[src/rtl/pix_sel_pkg.sv]
package pix_sel_pkg;

    localparam int IDX_W   = 8;
    localparam int WORD_W  = 32;
    localparam int CHAN_W  = 8;
    localparam int RGB_W   = 3 * CHAN_W;
    localparam int TAG_W   = 8;
    localparam logic [TAG_W-1:0] TAG_DIRECT = 8'h03;

    typedef struct packed {
        logic [CHAN_W-1:0] r;
        logic [CHAN_W-1:0] g;
        logic [CHAN_W-1:0] b;
    } rgb_t;

    typedef enum logic {
        SRC_PALETTE = 1'b0,
        SRC_DIRECT  = 1'b1
    } src_e;

    typedef struct packed {
        src_e             src;
        rgb_t             direct;
        logic [IDX_W-1:0] idx;
    } pix_t;

    // Only the top byte of the control word selects the source.
    function automatic src_e classify(input logic [WORD_W-1:0] ctrl);
        return (ctrl[WORD_W-1 -: TAG_W] == TAG_DIRECT) ? SRC_DIRECT : SRC_PALETTE;
    endfunction

    // Red sits in bits 23:16, green in 15:8, blue in 7:0.
    function automatic rgb_t unpack_direct(input logic [WORD_W-1:0] w);
        rgb_t c;
        c.r = w[3*CHAN_W-1 -: CHAN_W];
        c.g = w[2*CHAN_W-1 -: CHAN_W];
        c.b = w[CHAN_W-1   -: CHAN_W];
        return c;
    endfunction

endpackage

[src/rtl/pix_tag_decode.sv]
module pix_tag_decode
    import pix_sel_pkg::*;
(
    input  logic [IDX_W-1:0]  index_i,
    input  logic [WORD_W-1:0] direct_i,
    input  logic [WORD_W-1:0] ctrl_i,
    output pix_t              pix_o
);

    always_comb begin
        pix_o.src    = classify(ctrl_i);
        pix_o.direct = unpack_direct(direct_i);
        pix_o.idx    = index_i;
    end

endmodule

[src/rtl/pix_lookup_stage.sv]
module pix_lookup_stage
    import pix_sel_pkg::*;
(
    input  logic             clk,
    input  logic             rst,
    input  logic             in_valid,
    input  pix_t             in_pix,
    output logic             in_ready,
    output logic             pal_req,
    output logic [IDX_W-1:0] pal_addr,
    input  rgb_t             pal_rgb,
    output logic             s1_valid,
    output rgb_t             s1_rgb,
    input  logic             s1_take
);

    logic load;
    src_e src_q;
    rgb_t direct_q;
    rgb_t held_q;
    logic fresh_q;

    assign in_ready = !s1_valid || s1_take;
    assign load     = in_valid && in_ready;
    assign pal_req  = load && (in_pix.src == SRC_PALETTE);
    assign pal_addr = in_pix.idx;

    always_comb begin
        if (src_q == SRC_DIRECT)
            s1_rgb = direct_q;
        else if (fresh_q)
            s1_rgb = pal_rgb;
        else
            s1_rgb = held_q;
    end

    always_ff @(posedge clk) begin
        if (rst) begin
            s1_valid <= 1'b0;
            fresh_q  <= 1'b0;
            src_q    <= SRC_PALETTE;
            direct_q <= '0;
            held_q   <= '0;
        end else begin
            if (fresh_q)
                held_q <= pal_rgb;
            if (load) begin
                s1_valid <= 1'b1;
                fresh_q  <= 1'b1;
                src_q    <= in_pix.src;
                direct_q <= in_pix.direct;
            end else begin
                fresh_q <= 1'b0;
                if (s1_take)
                    s1_valid <= 1'b0;
            end
        end
    end

    assert_pal_slot_R4: assert property (@(posedge clk) disable iff (rst)
        pal_req |=> (s1_valid && fresh_q && src_q == SRC_PALETTE));

    assert_capture_R9: assert property (@(posedge clk) disable iff (rst)
        (s1_valid && !s1_take) |=> (s1_valid && $stable(s1_rgb)));

    assert_idle_nopal_R5: assert property (@(posedge clk) disable iff (rst)
        !in_valid |-> !pal_req);

endmodule

[src/rtl/pix_out_stage.sv]
module pix_out_stage
    import pix_sel_pkg::*;
#(
    parameter int LINE_STRIDE = 1024
)(
    input  logic clk,
    input  logic rst,
    input  logic s1_valid,
    input  rgb_t s1_rgb,
    output logic s1_take,
    output logic out_valid,
    input  logic out_ready,
    output rgb_t out_rgb,
    output logic out_eol
);

    localparam int XW = (LINE_STRIDE > 1) ? $clog2(LINE_STRIDE) : 1;
    localparam logic [XW-1:0] X_LAST = XW'(LINE_STRIDE - 1);

    logic [XW-1:0] x_q;
    logic          fire;

    assign s1_take = !out_valid || out_ready;
    assign fire    = out_valid && out_ready;
    assign out_eol = out_valid && (x_q == X_LAST);

    always_ff @(posedge clk) begin
        if (rst) begin
            out_valid <= 1'b0;
            out_rgb   <= '0;
        end else if (s1_take) begin
            out_valid <= s1_valid;
            if (s1_valid)
                out_rgb <= s1_rgb;
        end
    end

    always_ff @(posedge clk) begin
        if (rst)
            x_q <= '0;
        else if (fire)
            x_q <= (x_q == X_LAST) ? '0 : x_q + 1'b1;
    end

    assert_hold_R8: assert property (@(posedge clk) disable iff (rst)
        (out_valid && !out_ready) |=> (out_valid && $stable(out_rgb)));

    assert_eol_once_R10: assert property (@(posedge clk) disable iff (rst)
        (fire && out_eol) |=> !out_eol);

    assert_take_R7: assert property (@(posedge clk) disable iff (rst)
        out_ready |-> s1_take);

endmodule

[src/rtl/pix_colour_sel.sv]
module pix_colour_sel
    import pix_sel_pkg::*;
#(
    parameter int LINE_STRIDE = 1024
)(
    input  logic              clk,
    input  logic              rst,
    input  logic              in_valid,
    output logic              in_ready,
    input  logic [IDX_W-1:0]  in_index,
    input  logic [WORD_W-1:0] in_direct,
    input  logic [WORD_W-1:0] in_ctrl,
    output logic              pal_req,
    output logic [IDX_W-1:0]  pal_addr,
    input  logic [RGB_W-1:0]  pal_rgb,
    output logic              out_valid,
    input  logic              out_ready,
    output logic [RGB_W-1:0]  out_rgb,
    output logic              out_eol
);

    pix_t pix;
    logic s1_valid;
    rgb_t s1_rgb;
    logic s1_take;
    rgb_t out_c;

    pix_tag_decode u_decode (
        .index_i  (in_index),
        .direct_i (in_direct),
        .ctrl_i   (in_ctrl),
        .pix_o    (pix)
    );

    pix_lookup_stage u_lookup (
        .clk      (clk),
        .rst      (rst),
        .in_valid (in_valid),
        .in_pix   (pix),
        .in_ready (in_ready),
        .pal_req  (pal_req),
        .pal_addr (pal_addr),
        .pal_rgb  (rgb_t'(pal_rgb)),
        .s1_valid (s1_valid),
        .s1_rgb   (s1_rgb),
        .s1_take  (s1_take)
    );

    pix_out_stage #(.LINE_STRIDE(LINE_STRIDE)) u_out (
        .clk       (clk),
        .rst       (rst),
        .s1_valid  (s1_valid),
        .s1_rgb    (s1_rgb),
        .s1_take   (s1_take),
        .out_valid (out_valid),
        .out_ready (out_ready),
        .out_rgb   (out_c),
        .out_eol   (out_eol)
    );

    assign out_rgb = out_c;

    assert_accept_R6: assert property (@(posedge clk) disable iff (rst)
        (in_valid && in_ready) |=> s1_valid);

endmodule

[config.mk]
export PLATFORM = sky130hd
export DESIGN_NAME = pix_colour_sel
export DESIGN_NICKNAME = d
export VERILOG_FILES = /design/src/rtl/pix_sel_pkg.sv /design/src/rtl/pix_tag_decode.sv /design/src/rtl/pix_lookup_stage.sv /design/src/rtl/pix_out_stage.sv /design/src/rtl/pix_colour_sel.sv
export SDC_FILE = /design/constraint.sdc
export NUM_CORES = 1
export LEC_CHECK = 0
export ABC_AREA = 1
export BUFFER_PORTS_ARGS = -buffer_cell sky130_fd_sc_hd__buf_2
export CAP_MARGIN = 20
export CORE_ASPECT_RATIO = 0.8
export CORE_MARGIN = 2
export CORE_UTILIZATION = 44
export CTS_CLUSTER_DIAMETER = 40
export DETAILED_ROUTE_END_ITERATION = 6
export PLACE_DENSITY = 0.74
export SYNTH_ARGS = -nofsm -noshare
export SYNTH_HDL_FRONTEND = slang
export SYNTH_SLANG_ARGS = --single-unit
[constraint.sdc]
create_clock -name clk -period 1.1 [get_ports clk]
set_input_delay 0.11 -clock clk [delete_from_list [all_inputs] [get_ports clk]]
set_output_delay 0.11 -clock clk [all_outputs]
set_load 0.02 [all_outputs]
==> qor.csv <==
stage;metric;value;unit
timing;achievable-frequency;695;MHz
die;num_io_pins;136;
grt;globalRoute.totalOverflow;0;
synth;synth_enable_flop_cells;0;
synth;ys_async_sr_fraction;0;
placed_design;dp_cells;693;
power_and_ir_drop;sequential_share_of_power;0.486;
synth;synth_fp_nets;608;
synth;ys_types;28;
synth;synth_top_area_cell;dfxtp_1;
power_and_ir_drop;switching_power;2.12;mW
run;drv_cap;0;
timing;timing.final.crit_share;1.31;
drt;route.vias.total;3695;
die;fp.dieArea;8960;um^2
synth;synthesis.area;3620;um^2
drt;drt_first_pass_iters;4;
drt;drt-wirelength-per-cell;14.7;um
power_and_ir_drop;power_switching_share;0.302;
drt;dr.first_iter.drc_count;151;
setup_path;critPathLaunchType;flop;
synth;netlist_instances;507;
grt;grt_max_degree;53;
clock_tree;numClockSinks;86;
setup_path;arrival;1.33;ns
clock_tree;clock-root-buffer;clkbuf_8;
setup_path;required;0.99;ns
grt;globalRouteTotalUtil;0.235;
synth;synth_ff_type;dfxtp_1;
synth;syn_avg_cell_area;7.13;um^2
setup_path;crit_chain;ha_4 > nand4_1 > nor2_1 > and3_1 > buf_6;
drt;route.antenna.remaining_nets;0;
min_path;hold_class;primary input to flop;
power_and_ir_drop;finalPower;7.02;mW
timing;finalMaxSlewViolations;0;
grt;grt_first_pass_wirelength;16.6;mm
setup_path;cp_slowest_cell;dfxtp_2;
timing;slew_headroom;0.753;
power_and_ir_drop;pwr-share-comb;0.209;
clock_tree;tritoncts.num_buffers;9;
setup_path;worst-r2r-setup-slack;-0.28;ns
timing;finalWorstSetupSlack;-0.338;ns
clock_tree;clock_h_tree_levels;3;
power_and_ir_drop;power_density_over_cell_area;1280;nW/um^2
cells_and_area;antenna_cells;0;
timing;layout_min_cycle_time;1.44;ns
timing;worst_hold_margin;-0.000749;ns
power_and_ir_drop;vdd_ir_drop_max;822;uV
synth;yosys_register_bits;86;
die;core_area;7950;um^2
clock_tree;later_pin_clock_latency_in_the_skew_report;0.35;ns
grt;grt_antenna_before_repair;0;
power_and_ir_drop;power.internal;4.90;mW
timing;grt_setup_unrepaired;true;
die;initial_utilization;0.455;
timing;tightest_slew;0.369;ns
setup_path;critPathMaxStageDelay;0.37;ns
synth;synth.area.top_cells;dfxtp_1 48%, nor2_1 14%, o21ai_0 11%, nand2_1 6.6%, inv_1 5.5%;
timing;largest_clock_skew_in_the_final_design;0.0107;ns
clock_tree;clk_path_buf_depth;2;
status;result_of_the_run;complete, but fails checks;
placed_design;io_buffers;87;
synth;synth_seq_area_share;0.476;
setup_path;worst_setup_path_end_kind;output port;
timing;hold_viol_final;1;
clock_tree;cts.clk_slew.worst_paths;0.09;ns
placed_design;routabilityCongestion;0.828;
synth;post_synth_most_frequent_cells;132 x nor2_1, 86 x dfxtp_1, 79 x o21ai_0;
synth;synth.yosys.warnings;0;
power_and_ir_drop;clockPowerShare;0.305;
placed_design;dpl.hpwl;5.98;mm
placed_design;placement.setup.worst_slack;-0.103;ns
setup_path;crit_path_max_fanout;2;
clock_tree;clock_tree_from_tritoncts;built;
synth;synth_largest_type_area_fraction;0.476;
status;failed_checks;negative hold slack, negative setup slack;
grt;via_count_of_the_first_global_routing_pass;3462;
timing;finalSetupViolCount;61;
setup_path;cp_num_buf_inv;1;
cells_and_area;num-nets-final;732;
die;rows;29;
drt;detail_route.vias_per_cell;4.97;
drt;wl;11.0;mm
setup_path;cpLargestDelayFamily;flip-flops;
cells_and_area;ratio_of_cells_with_drive_above_1_in_the_final_layout;0.410;
setup_path;setup.worst_path.class;flop to output port;
drt;drcViolationCount;0;
timing;setup-tns-final;-10.88;ns
power_and_ir_drop;leakage;2.45;nW
synth;post-synth-top-count-cell;nor2_1;
die;die-width;105;um
cells_and_area;stdcell_count;744;
cells_and_area;fill_cells;572;
cells_and_area;syn_to_final_growth;51.2;%
die;chipHeight;85.1;um
## per-stage QoR
| stage | instance area [um^2] | utilization |
|---|---|---|
| after global placement | 4280 | 0.538 |
| after global routing | 5470 | 0.688 |
| after detailed placement | 4280 | 0.538 |
| final | 5470 | 0.688 |
| after CTS | 5180 | 0.651 |
| after floorplan | 3650 | - |
## state kept, by name, summed over array words and instances, names as in the netlist
signal             cells
u_lookup.direct_q     24
u_lookup.fresh_q       1
u_lookup.held_q       24
u_lookup.s1_valid      1
u_lookup.src_q         1
u_out.out_rgb         24
u_out.out_valid        1
u_out.x_q             10
## metal layers
metal  part of all wire  up-vias  global-route usage
li1                   -     1839                   -
met1               0.41     1699               0.280
met2               0.50      131               0.411
met3              0.070       26              0.0622
met4              0.024        0              0.0812
met5                  0        -                   0
## power by group through the flow
stage / combinational, mW / clock (mW) / sequential, mW
floorplan: 0.541 / 0 / 3.54
global placement: 0.917 / 0 / 3.46
detailed placement: 0.938 / 0 / 3.47
CTS: 1.31 / 2.16 / 3.41
global route: 1.57 / 2.28 / 3.43
finish: 1.47 / 2.14 / 3.41
## worst paths after layout
kind	from	endpoint	cells past startpoint
setup / recovery	u_out.x_q[0]$_SDFFE_PP0P_	out_eol	5
hold / removal	in_direct[16]	u_lookup.direct_q[16]$_SDFFE_PP0P_	3
setup reg to reg	u_out.out_valid$_SDFFE_PP0P_	u_out.out_rgb[15]$_SDFFE_PP0P_	8
hold reg to reg	u_lookup.direct_q[8]$_SDFFE_PP0P_	u_lookup.direct_q[8]$_SDFFE_PP0P_	2
## cell usage in the layout (no fill, tap or decap), drive strengths merged, types with 2 or more instances in the layout
cell	instances
dlygate4sd3	5
inv	57
clkinvlp	2
o21bai	2
nand3	7
nor2	134
clkbuf	10
clkinv	2
o21ai	91
buf	143
a21oi	24
nand4	2
nand2	66
dfxtp	86
## what timing repair did
action                                  CTS  global route
hold buffers                              5             0
gates cloned                              9             0
pin swaps                                40            39
hold endpoints to repair                  5             0
resized for setup                       125            71
setup buffers                            17             9
endpoints found under the setup margin   40            67
## tightest hold or removal path, delay by kind of cell
kind,cells,cell delay (ns)
buf+inv,1,0.08
compound gates,1,0.05
simple gates,1,0.07
## cells by family (layout without fill, tap and decap cells)
logic type      after synthesis  after routing  synth area share
compound gates              117            117             0.167
fa+ha+maj                     1              1           0.00346
xor+xnor                      1              1           0.00242
flops                        86             86             0.476
buf+inv                      90            219             0.115
simple gates                212            212             0.236
## cell type report
| cell class | instances | area [um^2] | area share |
|---|---|---|---|
| sequential | 86 | 1730 | 0.317 |
| clock buffer | 10 | 138 | 0.0252 |
| tap | 108 | 135 | 0.0247 |
| timing repair buffer | 148 | 1290 | 0.236 |
| multi-input combinational | 331 | 1900 | 0.348 |
| inverter | 55 | 213 | 0.0389 |
| clock inverter | 6 | 53.8 | 0.00984 |
Power figures use the tool's default switching activity.
